`src/rtl/xmb_pkg.sv`:
```
`timescale 1ns/1ps
package xmb_pkg;
   // host window offsets
   localparam logic [1:0] OFS_CTRL = 2'd0;
   localparam logic [1:0] OFS_DATA = 2'd1;
   localparam logic [1:0] OFS_MASK = 2'd2;

   // control register bit positions (host-visible layout)
   localparam int B_CLR_IN   = 0;
   localparam int B_CLR_OUT  = 1;
   localparam int B_REQ      = 2;
   localparam int B_RSP_ATN  = 3;
   localparam int B_EVT_ATN  = 4;
   localparam int B_HOST_BSY = 6;
   localparam int B_CTRL_BSY = 7;

   localparam logic [7:0] IDLE_BYTE = 8'hFF;

   // decoded control-write commands handed to the flag logic
   typedef struct packed {
      logic req;
      logic rsp_clr;
      logic evt_clr;
      logic bsy_tgl;
   } ctrl_cmd_t;
endpackage

```
`src/rtl/xmb_flags.sv`:
```
`timescale 1ns/1ps
module xmb_flags
   import xmb_pkg::*;
(
   input  logic      clk,
   input  logic      rst_n,
   input  logic      cmd_we,
   input  ctrl_cmd_t cmd,
   input  logic      rsp_done,
   input  logic      evt_set,
   output logic      req_pulse,
   output logic      ctrl_busy,
   output logic      host_busy,
   output logic      rsp_atn,
   output logic      evt_atn
);
   always_ff @(posedge clk) begin
      if (!rst_n) begin
         req_pulse <= 1'b0;
         ctrl_busy <= 1'b0;
         host_busy <= 1'b0;
         rsp_atn   <= 1'b0;
         evt_atn   <= 1'b0;
      end else begin
         req_pulse <= cmd_we && cmd.req;
         // controller-side events first; a host write in the same cycle overrides
         if (rsp_done) begin
            ctrl_busy <= 1'b0;
            rsp_atn   <= 1'b1;
         end
         if (evt_set) evt_atn <= 1'b1;
         if (cmd_we) begin
            if (cmd.rsp_clr) rsp_atn   <= 1'b0;
            if (cmd.evt_clr) evt_atn   <= 1'b0;
            if (cmd.bsy_tgl) host_busy <= ~host_busy;
            if (cmd.req)     ctrl_busy <= 1'b1;
         end
      end
   end
endmodule

```
`src/rtl/xmb_in_buf.sv`:
```
`timescale 1ns/1ps
module xmb_in_buf #(
   parameter int DEPTH   = 64,
   parameter bit CNT_SAT = 1'b1
) (
   input  logic                       clk,
   input  logic                       rst_n,
   input  logic                       clr,
   input  logic                       we,
   input  logic [7:0]                 wdata,
   output logic [$clog2(DEPTH)+1:0]   cnt,
   input  logic [$clog2(DEPTH)-1:0]   raddr,
   output logic [7:0]                 rdata
);
   localparam int AW = $clog2(DEPTH);
   localparam int CW = AW + 2;

   logic [7:0]    mem_q [DEPTH];
   logic [CW-1:0] cnt_q;
   logic [CW-1:0] cnt_inc;
   logic          room;

   assign room = cnt_q < CW'(DEPTH);

   if (CNT_SAT) begin : g_sat
      assign cnt_inc = (&cnt_q) ? cnt_q : cnt_q + CW'(1);
   end else begin : g_wrap
      assign cnt_inc = cnt_q + CW'(1);
   end

   always_ff @(posedge clk) begin
      if (we && room) mem_q[cnt_q[AW-1:0]] <= wdata;
   end

   always_ff @(posedge clk) begin
      if (!rst_n)   cnt_q <= '0;
      else if (clr) cnt_q <= '0;
      else if (we)  cnt_q <= cnt_inc;
   end

   assign cnt   = cnt_q;
   assign rdata = (int'(raddr) < DEPTH) ? mem_q[raddr] : 8'h00;
endmodule

```
`src/rtl/xmb_out_buf.sv`:
```
`timescale 1ns/1ps
module xmb_out_buf
   import xmb_pkg::*;
#(
   parameter int DEPTH = 64
) (
   input  logic                         clk,
   input  logic                         rst_n,
   input  logic                         ld_we,
   input  logic [$clog2(DEPTH)-1:0]     ld_addr,
   input  logic [7:0]                   ld_data,
   input  logic                         ld_done,
   input  logic [$clog2(DEPTH+1)-1:0]   ld_len,
   input  logic                         rd_adv,
   input  logic                         rewind,
   output logic [7:0]                   rd_data
);
   localparam int AW = $clog2(DEPTH);
   localparam int LW = $clog2(DEPTH + 1);

   logic [7:0]    mem_q [DEPTH];
   logic [LW-1:0] ptr_q;
   logic [LW-1:0] len_q;
   logic [LW-1:0] len_clamped;
   logic          pending;
   logic [LW-1:0] ptr_nxt;

   assign pending     = ptr_q < len_q;
   assign ptr_nxt     = ptr_q + LW'(1);
   assign len_clamped = (ld_len > LW'(DEPTH)) ? LW'(DEPTH) : ld_len;

   always_ff @(posedge clk) begin
      if (ld_we && (int'(ld_addr) < DEPTH)) mem_q[ld_addr] <= ld_data;
   end

   always_ff @(posedge clk) begin
      if (!rst_n) begin
         ptr_q <= '0;
         len_q <= '0;
      end else if (ld_done) begin
         ptr_q <= '0;
         len_q <= len_clamped;
      end else if (rewind) begin
         ptr_q <= '0;
      end else if (rd_adv && pending) begin
         if (ptr_nxt == len_q) begin
            ptr_q <= '0;
            len_q <= '0;
         end else begin
            ptr_q <= ptr_nxt;
         end
      end
   end

   assign rd_data = pending ? mem_q[ptr_q[AW-1:0]] : IDLE_BYTE;
endmodule

```
`src/rtl/xmb_host_regif.sv`:
```
`timescale 1ns/1ps
module xmb_host_regif
   import xmb_pkg::*;
#(
   parameter int IN_DEPTH  = 64,
   parameter int OUT_DEPTH = 64,
   parameter int MASK_W    = 8,
   parameter bit CNT_SAT   = 1'b1
) (
   input  logic                              clk,
   input  logic                              rst_n,
   input  logic [1:0]                        host_addr,
   input  logic                              host_wr,
   input  logic                              host_rd,
   input  logic [7:0]                        host_wdata,
   output logic [7:0]                        host_rdata,
   output logic                              req_valid,
   output logic [$clog2(IN_DEPTH)+1:0]       in_count,
   input  logic [$clog2(IN_DEPTH)-1:0]       in_raddr,
   output logic [7:0]                        in_rdata,
   input  logic                              rsp_we,
   input  logic [$clog2(OUT_DEPTH)-1:0]      rsp_waddr,
   input  logic [7:0]                        rsp_wdata,
   input  logic                              rsp_done,
   input  logic [$clog2(OUT_DEPTH+1)-1:0]    rsp_len,
   input  logic                              evt_set,
   output logic                              ctrl_busy,
   output logic                              host_busy,
   output logic                              rsp_atn,
   output logic                              evt_atn,
   output logic [MASK_W-1:0]                 mask_q
);
   if (IN_DEPTH < 4 || IN_DEPTH > 255) begin : g_bad_in
      $error("IN_DEPTH must lie in 4..255");
   end
   if (OUT_DEPTH < 4 || OUT_DEPTH > 255) begin : g_bad_out
      $error("OUT_DEPTH must lie in 4..255");
   end
   if (MASK_W < 1 || MASK_W > 8) begin : g_bad_mask
      $error("MASK_W must lie in 1..8");
   end

   logic      wr_ctrl, wr_data, wr_mask, rd_data;
   ctrl_cmd_t cmd;
   logic [7:0] ctrl_rd, out_rd, mask_rd;

   assign wr_ctrl = host_wr && (host_addr == OFS_CTRL);
   assign wr_data = host_wr && (host_addr == OFS_DATA);
   assign wr_mask = host_wr && (host_addr == OFS_MASK);
   assign rd_data = host_rd && (host_addr == OFS_DATA);

   assign cmd.req     = host_wdata[B_REQ];
   assign cmd.rsp_clr = host_wdata[B_RSP_ATN];
   assign cmd.evt_clr = host_wdata[B_EVT_ATN];
   assign cmd.bsy_tgl = host_wdata[B_HOST_BSY];

   xmb_flags u_flags (
      .clk       (clk),
      .rst_n     (rst_n),
      .cmd_we    (wr_ctrl),
      .cmd       (cmd),
      .rsp_done  (rsp_done),
      .evt_set   (evt_set),
      .req_pulse (req_valid),
      .ctrl_busy (ctrl_busy),
      .host_busy (host_busy),
      .rsp_atn   (rsp_atn),
      .evt_atn   (evt_atn)
   );

   xmb_in_buf #(.DEPTH(IN_DEPTH), .CNT_SAT(CNT_SAT)) u_in (
      .clk   (clk),
      .rst_n (rst_n),
      .clr   (wr_ctrl && host_wdata[B_CLR_IN]),
      .we    (wr_data),
      .wdata (host_wdata),
      .cnt   (in_count),
      .raddr (in_raddr),
      .rdata (in_rdata)
   );

   xmb_out_buf #(.DEPTH(OUT_DEPTH)) u_out (
      .clk     (clk),
      .rst_n   (rst_n),
      .ld_we   (rsp_we),
      .ld_addr (rsp_waddr),
      .ld_data (rsp_wdata),
      .ld_done (rsp_done),
      .ld_len  (rsp_len),
      .rd_adv  (rd_data),
      .rewind  (wr_ctrl && host_wdata[B_CLR_OUT]),
      .rd_data (out_rd)
   );

   always_ff @(posedge clk) begin
      if (!rst_n)       mask_q <= '0;
      else if (wr_mask) mask_q <= host_wdata[MASK_W-1:0];
   end

   if (MASK_W == 8) begin : g_mask_full
      assign mask_rd = mask_q;
   end else begin : g_mask_pad
      assign mask_rd = {{(8-MASK_W){1'b0}}, mask_q};
   end

   always_comb begin
      ctrl_rd             = 8'h00;
      ctrl_rd[B_CTRL_BSY] = ctrl_busy;
      ctrl_rd[B_HOST_BSY] = host_busy;
      ctrl_rd[B_EVT_ATN]  = evt_atn;
      ctrl_rd[B_RSP_ATN]  = rsp_atn;
   end

   always_comb begin
      case (host_addr)
         OFS_CTRL: host_rdata = ctrl_rd;
         OFS_DATA: host_rdata = out_rd;
         OFS_MASK: host_rdata = mask_rd;
         default:  host_rdata = IDLE_BYTE;
      endcase
   end
endmodule

```
`config.mk`:
```
export PLATFORM = sky130hd
export DESIGN_NAME = xmb_host_regif
export DESIGN_NICKNAME = d
export VERILOG_FILES = /design/src/rtl/xmb_pkg.sv /design/src/rtl/xmb_flags.sv /design/src/rtl/xmb_in_buf.sv /design/src/rtl/xmb_out_buf.sv /design/src/rtl/xmb_host_regif.sv
export SDC_FILE = /design/constraint.sdc
export NUM_CORES = 1
export LEC_CHECK = 0
export ABC_AREA = 1
export BUFFER_PORTS_ARGS = -buffer_cell sky130_fd_sc_hd__buf_2
export CAP_MARGIN = 40
export CELL_PAD_IN_SITES_DETAIL_PLACEMENT = 0
export CELL_PAD_IN_SITES_GLOBAL_PLACEMENT = 1
export CORE_ASPECT_RATIO = 1.5
export CORE_UTILIZATION = 40
export DETAILED_ROUTE_END_ITERATION = 8
export PLACE_DENSITY_LB_ADDON = 0.15
export SLEW_MARGIN = 20
export SYNTH_ARGS = -nofsm -noshare
export SYNTH_HDL_FRONTEND = slang
export SYNTH_SLANG_ARGS = --single-unit
```
`constraint.sdc`:
```
create_clock -name clk -period 4.1 [get_ports clk]
set_input_delay 0.41 -clock clk [delete_from_list [all_inputs] [get_ports clk]]
set_output_delay 0.41 -clock clk [all_outputs]
set_load 0.02 [all_outputs]
```
==> results of run 1 <==
-- metal layers --
layer | GRT usage, % | wire [microns] | up-vias
met5 | 0 | 0 | -
li1 | - | - | 13557
met3 | 2.44 | 4340 | 205
met1 | 26.7 | 49400 | 13925
met4 | 9.71 | 5110 | 0
met2 | 42.1 | 67100 | 594
-- cell usage in the layout (no fill, tap or decap), types with 4 or more instances in the layout --
cell           Yosys  final
buf_12             0     22
nand4_1           14     14
clkbuf_1          74     28
bufinv_16          0     13
a21oi_1           29     29
nand3_1          515    515
o22ai_1          128    128
o21ai_0          223    223
nor2_1           420    420
buf_2             78     78
nor3_1            16     16
dlygate4sd3_1      0      7
clkbuf_8           0      7
ha_1               9      9
clkinvlp_4         0      4
inv_1             66     64
clkbuf_16          0    105
buf_4             12     89
dfxtp_1           41     38
clkinv_2           0     13
clkinv_1           3     18
nand2_1          998    998
o21ai_1           54     54
edfxtp_1        1024   1024
inv_6              0      4
-- what timing repair did --
item                       CTS  global route
setup buffers                0             0
setup endpoints to repair    0             0
hold buffers                 7             0
hold endpoints to repair     7             0
-- stage by stage --
step	setup slack [ns]	utilization, %	cells
after floorplan	2.05	-	3787
after global placement	0.533	42.0	5142
after detailed placement	1.01	42.3	5168
after CTS	0.496	45.5	5361
after global routing	0.330	45.6	5374
final	0.576	45.6	5375
-- worst register-to-register path: stages, from the launching register on --
cell	delay, ns
dfxtp_1	0.48
inv_1	0.17
nor3_1	0.63
inv_1	0.42
nor2_1	0.74
-- report_power, final --
part	total (uW)	internal, uW	switching [uW]
Clock	9640	5620	4010
Combinational	1100	278	824
Sequential	12000	12000	22.4
Total	22700	17900	4860
-- registers in the layout, indices dropped and copies added (netlist names), named ones only --
signal,cells
u_flags.ctrl_busy,1
u_in.mem_q,512
u_out.len_q,7
u_out.ptr_q,7
u_flags.host_busy,1
u_flags.req_pulse,1
mask_q,8
u_flags.evt_atn,1
u_out.mem_q,512
u_in.cnt,8
u_flags.rsp_atn,1
-- logic make-up after synthesis --
family          after synthesis  synth area share (%)
compound gates              439                  5.42
xor+xnor                      2                0.0401
fa+ha+maj                     9                 0.258
buf+inv                     299                  3.33
flops                      1065                  72.3
simple gates               1973                  18.7
-- worst paths after layout --
check / startpoint / to / slack [ns] / cells after the start
worst max-delay path: flip-flop / host_rdata[7] / 0.58 / 12
worst min register to register: u_out.len_q[6] / u_out.len_q[6] / 0.49 / 2
worst max register to register: u_in.cnt[0] / u_in.mem_q[43][0] / 1.28 / 4
worst min-delay path: rsp_len[6] / u_out.len_q[2] / 0.08 / 4
-- cell type report --
type / count / area (sq um)
multi-input cells: 2423 / 10700
flip-flops and latches: 1065 / 31600
repair buffers: 201 / 1670
inverters: 74 / 294
clock inverters: 46 / 554
well taps: 1425 / 1780
fillers: 10115 / 59000
diodes: 1 / 2.50
clock buffers: 140 / 2830
==> impl_metrics.json, run 1 <==
{
  "ir_drop_mv": 0.332,
  "endpoint_kind": "output port",
  "p_leak_uw": 0.0172,
  "min_path_type": "input port to flip-flop",
  "yosysUniqueCellTypes": 34,
  "synthTopCellsByArea": "edfxtp_1 70%, nand2_1 8.6%, nand3_1 5.9%",
  "tightest_slew_ns": 0.849,
  "gr-total-overflow": 0,
  "cts_tree": "yes",
  "grt_pass1_wl_microns": 185000,
  "clock-root-buffer": "clkbuf_16",
  "clock_skew_ns": 0.0237,
  "cts.sink_count": 1065,
  "syn-cell-area_sq_um": 43700,
  "worstPathRequired_ns": 3.69,
  "crit_buf_inv": 2,
  "grt.total_usage_pct": 22.8,
  "synth_edf_count": 1024,
  "crit_arrival_ns": 3.11,
  "slowest_stage": "dfxtp_4",
  "dp_hpwl_microns": 82000,
  "syn_nets": 3840,
  "p_per_area_nw_per_um2": 460,
  "path_clk_slew_ns": 0.06,
  "max_stage_delay_ns": 0.43,
  "synth_top_area_share_pct": 70.4,
  "synthCells": 3787,
  "fin_area_sq_um": 49400,
  "grt_max_degree": 118,
  "holdWs_ns": 0.0797,
  "maxCapViolCount": 0,
  "critPathLaunchType": "flip-flop",
  "synth_seq_cells": 1065,
  "portBuffers": 80,
  "power_uw": 22700,
  "first_pass_iters": 8,
  "h-tree-depth": 3,
  "drc_errors": 0,
  "fin_crit_sh_pct": 86.0,
  "synth-async-reset-ratio_pct": 0,
  "start_util_pct": 40.3,
  "fin_setup_tns_ns": 0,
  "numCtsBuffers": 101,
  "finalMaxSlewViolations": 0,
  "yosysWarnings": 0,
  "drt_iter0_drc": 2090,
  "yosysMostFrequentCell": "edfxtp_1",
  "path_class": "flip-flop to output port",
  "grt_pass1_vias": 27984,
  "ys_seq_area_share_pct": 72.3,
  "cts-resized-gates": 0,
  "antenna_found_initial": 3,
  "synthFlopType": "edfxtp_1",
  "slew_headroom_pct": 43.4,
  "place_congestion": 0.861,
  "dieWidth_microns": 272,
  "rsz0062_at_grt": "no",
  "hold_viol_final": 0,
  "syn_to_final_growth_pct": 13.0,
  "path_delay_family": "simple AND/OR/NAND/NOR gates",
  "drt-total-wl_microns": 126000,
  "via_per_inst": 5.26,
  "ys_top_cells_by_count": "1,024 x edfxtp_1, 998 x nand2_1, 515 x nand3_1, 420 x nor2_1, 223 x o21ai_0",
  "rows": 148,
  "fin_crit_ns": 3.52,
  "die_y_microns": 407,
  "outcome": "finished clean",
  "dpl-instance-area_sq_um": 45800,
  "finalNetCount": 3919,
  "wire_per_inst_microns": 23.4,
  "vias": 28281,
  "syn_avg_cell_area_sq_um": 11.5,
  "max_freq_ghz": 0.284,
  "dieArea_sq_um": 111000,
  "clock_latency_ns": 0.69,
  "io_pins": 81,
  "path_max_fanout": 117,
  "final_antenna_net_count": 0,
  "drive_gt1_share_pct": 8.99,
  "cts_buffer_depth": 3,
  "path_cells": "buf_12 -> nand2_1 -> nand3_1 -> nand3_1 -> nand2_1 -> nand2_1 -> nand3_1 -> nand3_1 -> nand3_1 -> nand2_1 -> nand2_1 -> buf_2",
  "setup-violations-final": 0,
  "synth_top_cell_by_area": "edfxtp_1",
  "coreArea_sq_um": 108000
}
Power figures use the tool's default switching activity.
==> inputs of run 2 (changes only) <==
==> constraint.sdc (replaced) <==
create_clock -name clk -period 3.7 [get_ports clk]
set_input_delay 0.37 -clock clk [delete_from_list [all_inputs] [get_ports clk]]
set_output_delay 0.37 -clock clk [all_outputs]
set_load 0.02 [all_outputs]
==> impl_metrics.json, run 2 (synthesis results as in run 1) <==
{
  "post-route-util_pct": 46.2,
  "via_per_inst": 5.27,
  "clock-root-buffer": "clkbuf_16",
  "crit_buf_inv": 3,
  "multi_input_area_sq_um": 10700,
  "coreArea_sq_um": 108000,
  "portBuffers": 80,
  "layout_common_cells": "1,024 x edfxtp_1, 998 x nand2_1, 515 x nand3_1, 420 x nor2_1, 223 x o21ai_0",
  "final_cells": 5449,
  "wire_per_inst_microns": 23.7,
  "drt-total-wl_microns": 129000,
  "cts_buffer_depth": 3,
  "gr-total-overflow": 0,
  "max_stage_delay_ns": 0.58,
  "ir_drop_mv": 0.390,
  "clock_skew_ns": 0.0219,
  "path_max_fanout": 31,
  "dp_cells": 5238,
  "rsz0062_at_grt": "no",
  "setup-violations-final": 0,
  "hold_start": "rsp_done",
  "dp_slack_ns": 0.809,
  "fin_setup_tns_ns": 0,
  "fin_crit_sh_pct": 95.9,
  "drc_errors": 0,
  "p_leak_uw": 0.0176,
  "antenna_found_initial": 1,
  "vias": 28697,
  "power_uw": 25300,
  "min_path_type": "input port to flip-flop",
  "die_y_microns": 407,
  "place_congestion": 0.846,
  "grt_pass1_wl_microns": 189000,
  "fin_crit_ns": 3.55,
  "grt_use_met3_pct": 2.52,
  "finalMaxSlewViolations": 0,
  "slew_headroom_pct": 42.2,
  "path_cells": "inv_2 -> buf_4 -> nand3_1 -> nand2_1 -> nand2_1 -> nand3_1 -> nand3_1 -> nand3_1 -> nand2_1 -> nand2_1 -> buf_2",
  "fill_cells": 10137,
  "path_delay_family": "buffers and inverters",
  "cts_tree": "yes",
  "tightest_slew_ns": 0.865,
  "critPathLaunchType": "flip-flop",
  "path_clk_slew_ns": 0.06,
  "final.setup.worst_slack_ns": 0.153,
  "dieArea_sq_um": 111000,
  "reg_top3": "u_in.mem_q x512, u_out.mem_q x512",
  "max_freq_ghz": 0.282,
  "crit_arrival_ns": 3.18,
  "hold_viol_final": 0,
  "hold-path-endpoint": "u_flags.rsp_atn",
  "h-tree-depth": 3,
  "p_per_area_nw_per_um2": 506,
  "endpoint_kind": "output port",
  "met1_usage_pct": 27.0,
  "dp_hpwl_microns": 82900,
  "grt-busiest-layer": "met2",
  "final_common_cell": "edfxtp_1",
  "r2r_end": "u_out.len_q[3]",
  "final_antenna_net_count": 0,
  "io_pins": 81,
  "cts.sink_count": 1065,
  "start_util_pct": 40.3,
  "holdPathStages": 3,
  "rrSetupSlack_ns": 1.32,
  "drive_gt1_share_pct": 10.7,
  "grt.total_usage_pct": 23.4,
  "r2r_start": "u_out.ptr_q[2]",
  "finalNetCount": 3997,
  "clock_latency_ns": 0.71,
  "dieWidth_microns": 272,
  "first_pass_iters": 5,
  "grt_max_degree": 145,
  "grt_pass1_vias": 28361,
  "path_class": "flip-flop to output port",
  "outcome": "finished clean",
  "maxCapViolCount": 0,
  "rows": 148,
  "numCtsBuffers": 104,
  "syn_to_final_growth_pct": 14.5,
  "drt_iter0_drc": 2013,
  "worstPathRequired_ns": 3.33,
  "register_area_sq_um": 31600,
  "reg2reg_depth": 9,
  "cts-resized-gates": 0,
  "grt_util_met2_pct": 44.2,
  "slowest_stage": "inv_2"
}
[run 2: worst max-delay path by stage]
| stage | from | endpoint | slack, ns | cells past startpoint |
|---|---|---|---|---|
| 2_1_floorplan | host_addr[0] | u_in.mem_q[40][0] | 1.69 | 7 |
| 3_3_place_gp | host_addr[0] | u_in.mem_q[8][4] | 0.75 | 8 |
| 3_5_place_dp | in_raddr[0] | in_rdata[6] | 0.81 | 11 |
| 4_1_cts | flip-flop | host_rdata[0] | 0.08 | 11 |
| 5_1_grt | flip-flop | host_rdata[1] | 0.0007 | 14 |
| 6_report | flip-flop | host_rdata[0] | 0.15 | 11 |
[run 2: layout make-up]
class | instances | share of cell area (%)
repair buffers | 276 | 4.59
flip-flops and latches | 1065 | 63.1
clock buffers | 121 | 5.37
well taps | 1425 | 3.56
multi-input cells | 2423 | 21.3
inverters | 74 | 0.588
diodes | 1 | 0.00500
clock inverters | 64 | 1.43
[run 2: metal layers]
layer | vias to the layer above | wire, microns
met5 | - | 0
met4 | 0 | 4400
met3 | 180 | 5060
met2 | 647 | 70100
met1 | 14168 | 49700
li1 | 13702 | -
[run 2: power breakdown]
group | switching, uW | total, uW | internal, uW
clock | 4590 | 10800 | 6170
sequential | 23.3 | 13300 | 13300
combinational | 926 | 1250 | 326
total | 5540 | 25300 | 19700
[run 2: worst min-delay path: stages]
cell and delay [ns]:
buf_2 0.21, o211ai_1 0.11, inv_1 0.06
[run 2: what timing repair did]
action / in CTS / in global routing
setup buffers: 0 / 0
endpoints found under the hold margin: 8 / 2
setup endpoints to repair: 0 / 0
hold buffers: 12 / 1
[run 2: metrics by stage]
stage | hold slack (ns) | cell area, sq um
global route | 0.0609 | 50000
global placement | 0.474 | 46100
CTS | 0.0262 | 49900
detailed placement | 0.478 | 46400
finish | 0.0720 | 50000
floorplan | 0.452 | 43700
==> inputs of run 3 (changes only) <==
--- a/config.mk
+++ b/config.mk
@@ -13,7 +13,7 @@
 export CORE_ASPECT_RATIO = 1.5
 export CORE_UTILIZATION = 40
 export DETAILED_ROUTE_END_ITERATION = 8
-export PLACE_DENSITY_LB_ADDON = 0.15
+export PLACE_DENSITY_LB_ADDON = 0.1
 export SLEW_MARGIN = 20
 export SYNTH_ARGS = -nofsm -noshare
 export SYNTH_HDL_FRONTEND = slang
==> constraint.sdc (replaced) <==
create_clock -name clk -period 3.7 [get_ports clk]
set_input_delay 0.37 -clock clk [delete_from_list [all_inputs] [get_ports clk]]
set_output_delay 0.37 -clock clk [all_outputs]
set_load 0.005 [all_outputs]
==> impl_metrics.json, run 3 (synthesis results as in run 1) <==
{
  "syn_to_final_growth_pct": 14.1,
  "path_class": "flip-flop to output port",
  "p_leak_uw": 0.0175,
  "via_per_inst": 5.25,
  "endpoint_kind": "output port",
  "drt-total-wl_microns": 129000,
  "grt_pass1_vias": 28313,
  "min_path_type": "input port to flip-flop",
  "grt_max_degree": 99,
  "clock_latency_ns": 0.72,
  "p_per_area_nw_per_um2": 504,
  "io_pins": 81,
  "portBuffers": 80,
  "fin_crit_ns": 3.53,
  "post-route-util_pct": 46.0,
  "critPathLaunchType": "flip-flop",
  "crit_arrival_ns": 3.16,
  "path_max_fanout": 72,
  "wire_per_inst_microns": 23.6,
  "met3_length_microns": 4970,
  "outcome": "finished clean",
  "hold_start": "rsp_wdata[6]",
  "crit_top_cell": "nand3_1",
  "slew_headroom_pct": 43.2,
  "dp_hpwl_microns": 82900,
  "layout_common_cells": "1,024 x edfxtp_1, 998 x nand2_1, 515 x nand3_1, 420 x nor2_1, 223 x o21ai_0",
  "first_pass_iters": 5,
  "fin_setup_tns_ns": 0,
  "grt_pass1_wl_microns": 188000,
  "worstPathRequired_ns": 3.33,
  "die_y_microns": 407,
  "rsz0062_at_grt": "no",
  "start_util_pct": 40.3,
  "final_common_cell": "edfxtp_1",
  "drc_errors": 0,
  "setup-violations-final": 0,
  "clock-root-buffer": "clkbuf_16",
  "cts_buffer_depth": 3,
  "rows": 148,
  "vias": 28568,
  "antenna_found_initial": 4,
  "n_antenna_cell": 0,
  "final_antenna_net_count": 0,
  "max_stage_delay_ns": 0.50,
  "drt_iter0_drc": 1985,
  "drive_gt1_share_pct": 10.3,
  "max_freq_ghz": 0.283,
  "routed.top_layer": "met5",
  "tightest_slew_ns": 0.849,
  "slowest_stage": "dfxtp_4",
  "path_clk_slew_ns": 0.06,
  "finalNetCount": 3986,
  "r2r_start": "u_out.ptr_q[2]",
  "dieArea_sq_um": 111000,
  "cts_tree": "yes",
  "clock_skew_ns": 0.0332,
  "h-tree-depth": 3,
  "hold_viol_final": 0,
  "met1_length_microns": 50100,
  "cts_setup_buffers": 0,
  "numCtsBuffers": 107,
  "ir_drop_mv": 0.369,
  "holdWs_ns": 0.0442,
  "dieWidth_microns": 272,
  "met2WireLength_microns": 67600,
  "finalMaxSlewViolations": 0,
  "fin_crit_sh_pct": 95.4,
  "maxCapViolCount": 0,
  "gr-total-overflow": 0,
  "grt.total_usage_pct": 23.3,
  "reg_top3": "u_in.mem_q x512, u_out.mem_q x512",
  "place_congestion": 0.848,
  "coreArea_sq_um": 108000,
  "cts.sink_count": 1065,
  "path_cells": "buf_12 -> buf_4 -> nand3_1 -> nand3_1 -> nand2_1 -> nand2_1 -> nand3_1 -> nand3_1 -> nand3_1 -> nand2_1 -> nand2_1 -> buf_2"
}
## run 3: metrics by stage
step,total power [uW],cells,setup slack (ns),cell area [sq um]
3_5_place_dp,14800,5218,0.894,46200
6_report,25100,5443,0.172,49900
5_1_grt,25900,5443,0.0337,49900
4_1_cts,25400,5427,0.101,49700
3_3_place_gp,14700,5201,0.799,46000
2_1_floorplan,14100,3787,1.70,43700
## run 3: final cells by class
type | count | area [sq um]
multi-input cells | 2423 | 10700
fillers | 10123 | 58500
repair buffers | 262 | 2170
flip-flops and latches | 1065 | 31600
inverters | 74 | 293
clock inverters | 60 | 556
well taps | 1425 | 1780
clock buffers | 134 | 2820
## run 3: worst paths after layout
kind / endpoint / slack (ns) / cells past startpoint
max reg2reg: flip-flop / 1.18 / 10
max: host_rdata[2] / 0.17 / 12
min reg2reg: u_out.len_q[1] / 0.50 / 2
min: u_out.mem_q[28][6] / 0.04 / 1
## run 3: timing repair
action                    CTS  global route
hold endpoints to repair    9             0
hold buffers               15             0
gates resized for setup     0             0
## run 3: report_power, final
part	leakage (uW)	switching [uW]	internal, uW
sequential	0.00954	26.0	13300
combinational	0.00627	897	319
clock	0.00165	4640	6010
## run 3: routing by layer
layer	global-route usage, %	vias to the layer above
met5	0	-
met1	27.0	14071
met3	2.82	205
met4	11.4	2
met2	42.4	611
li1	-	13679
## run 3: worst max-delay path: cells and delay by family (launching register included)
family        cells  cell delay [ns]
buf+inv           3             0.82
simple gates      9             1.02
flops             1             0.50
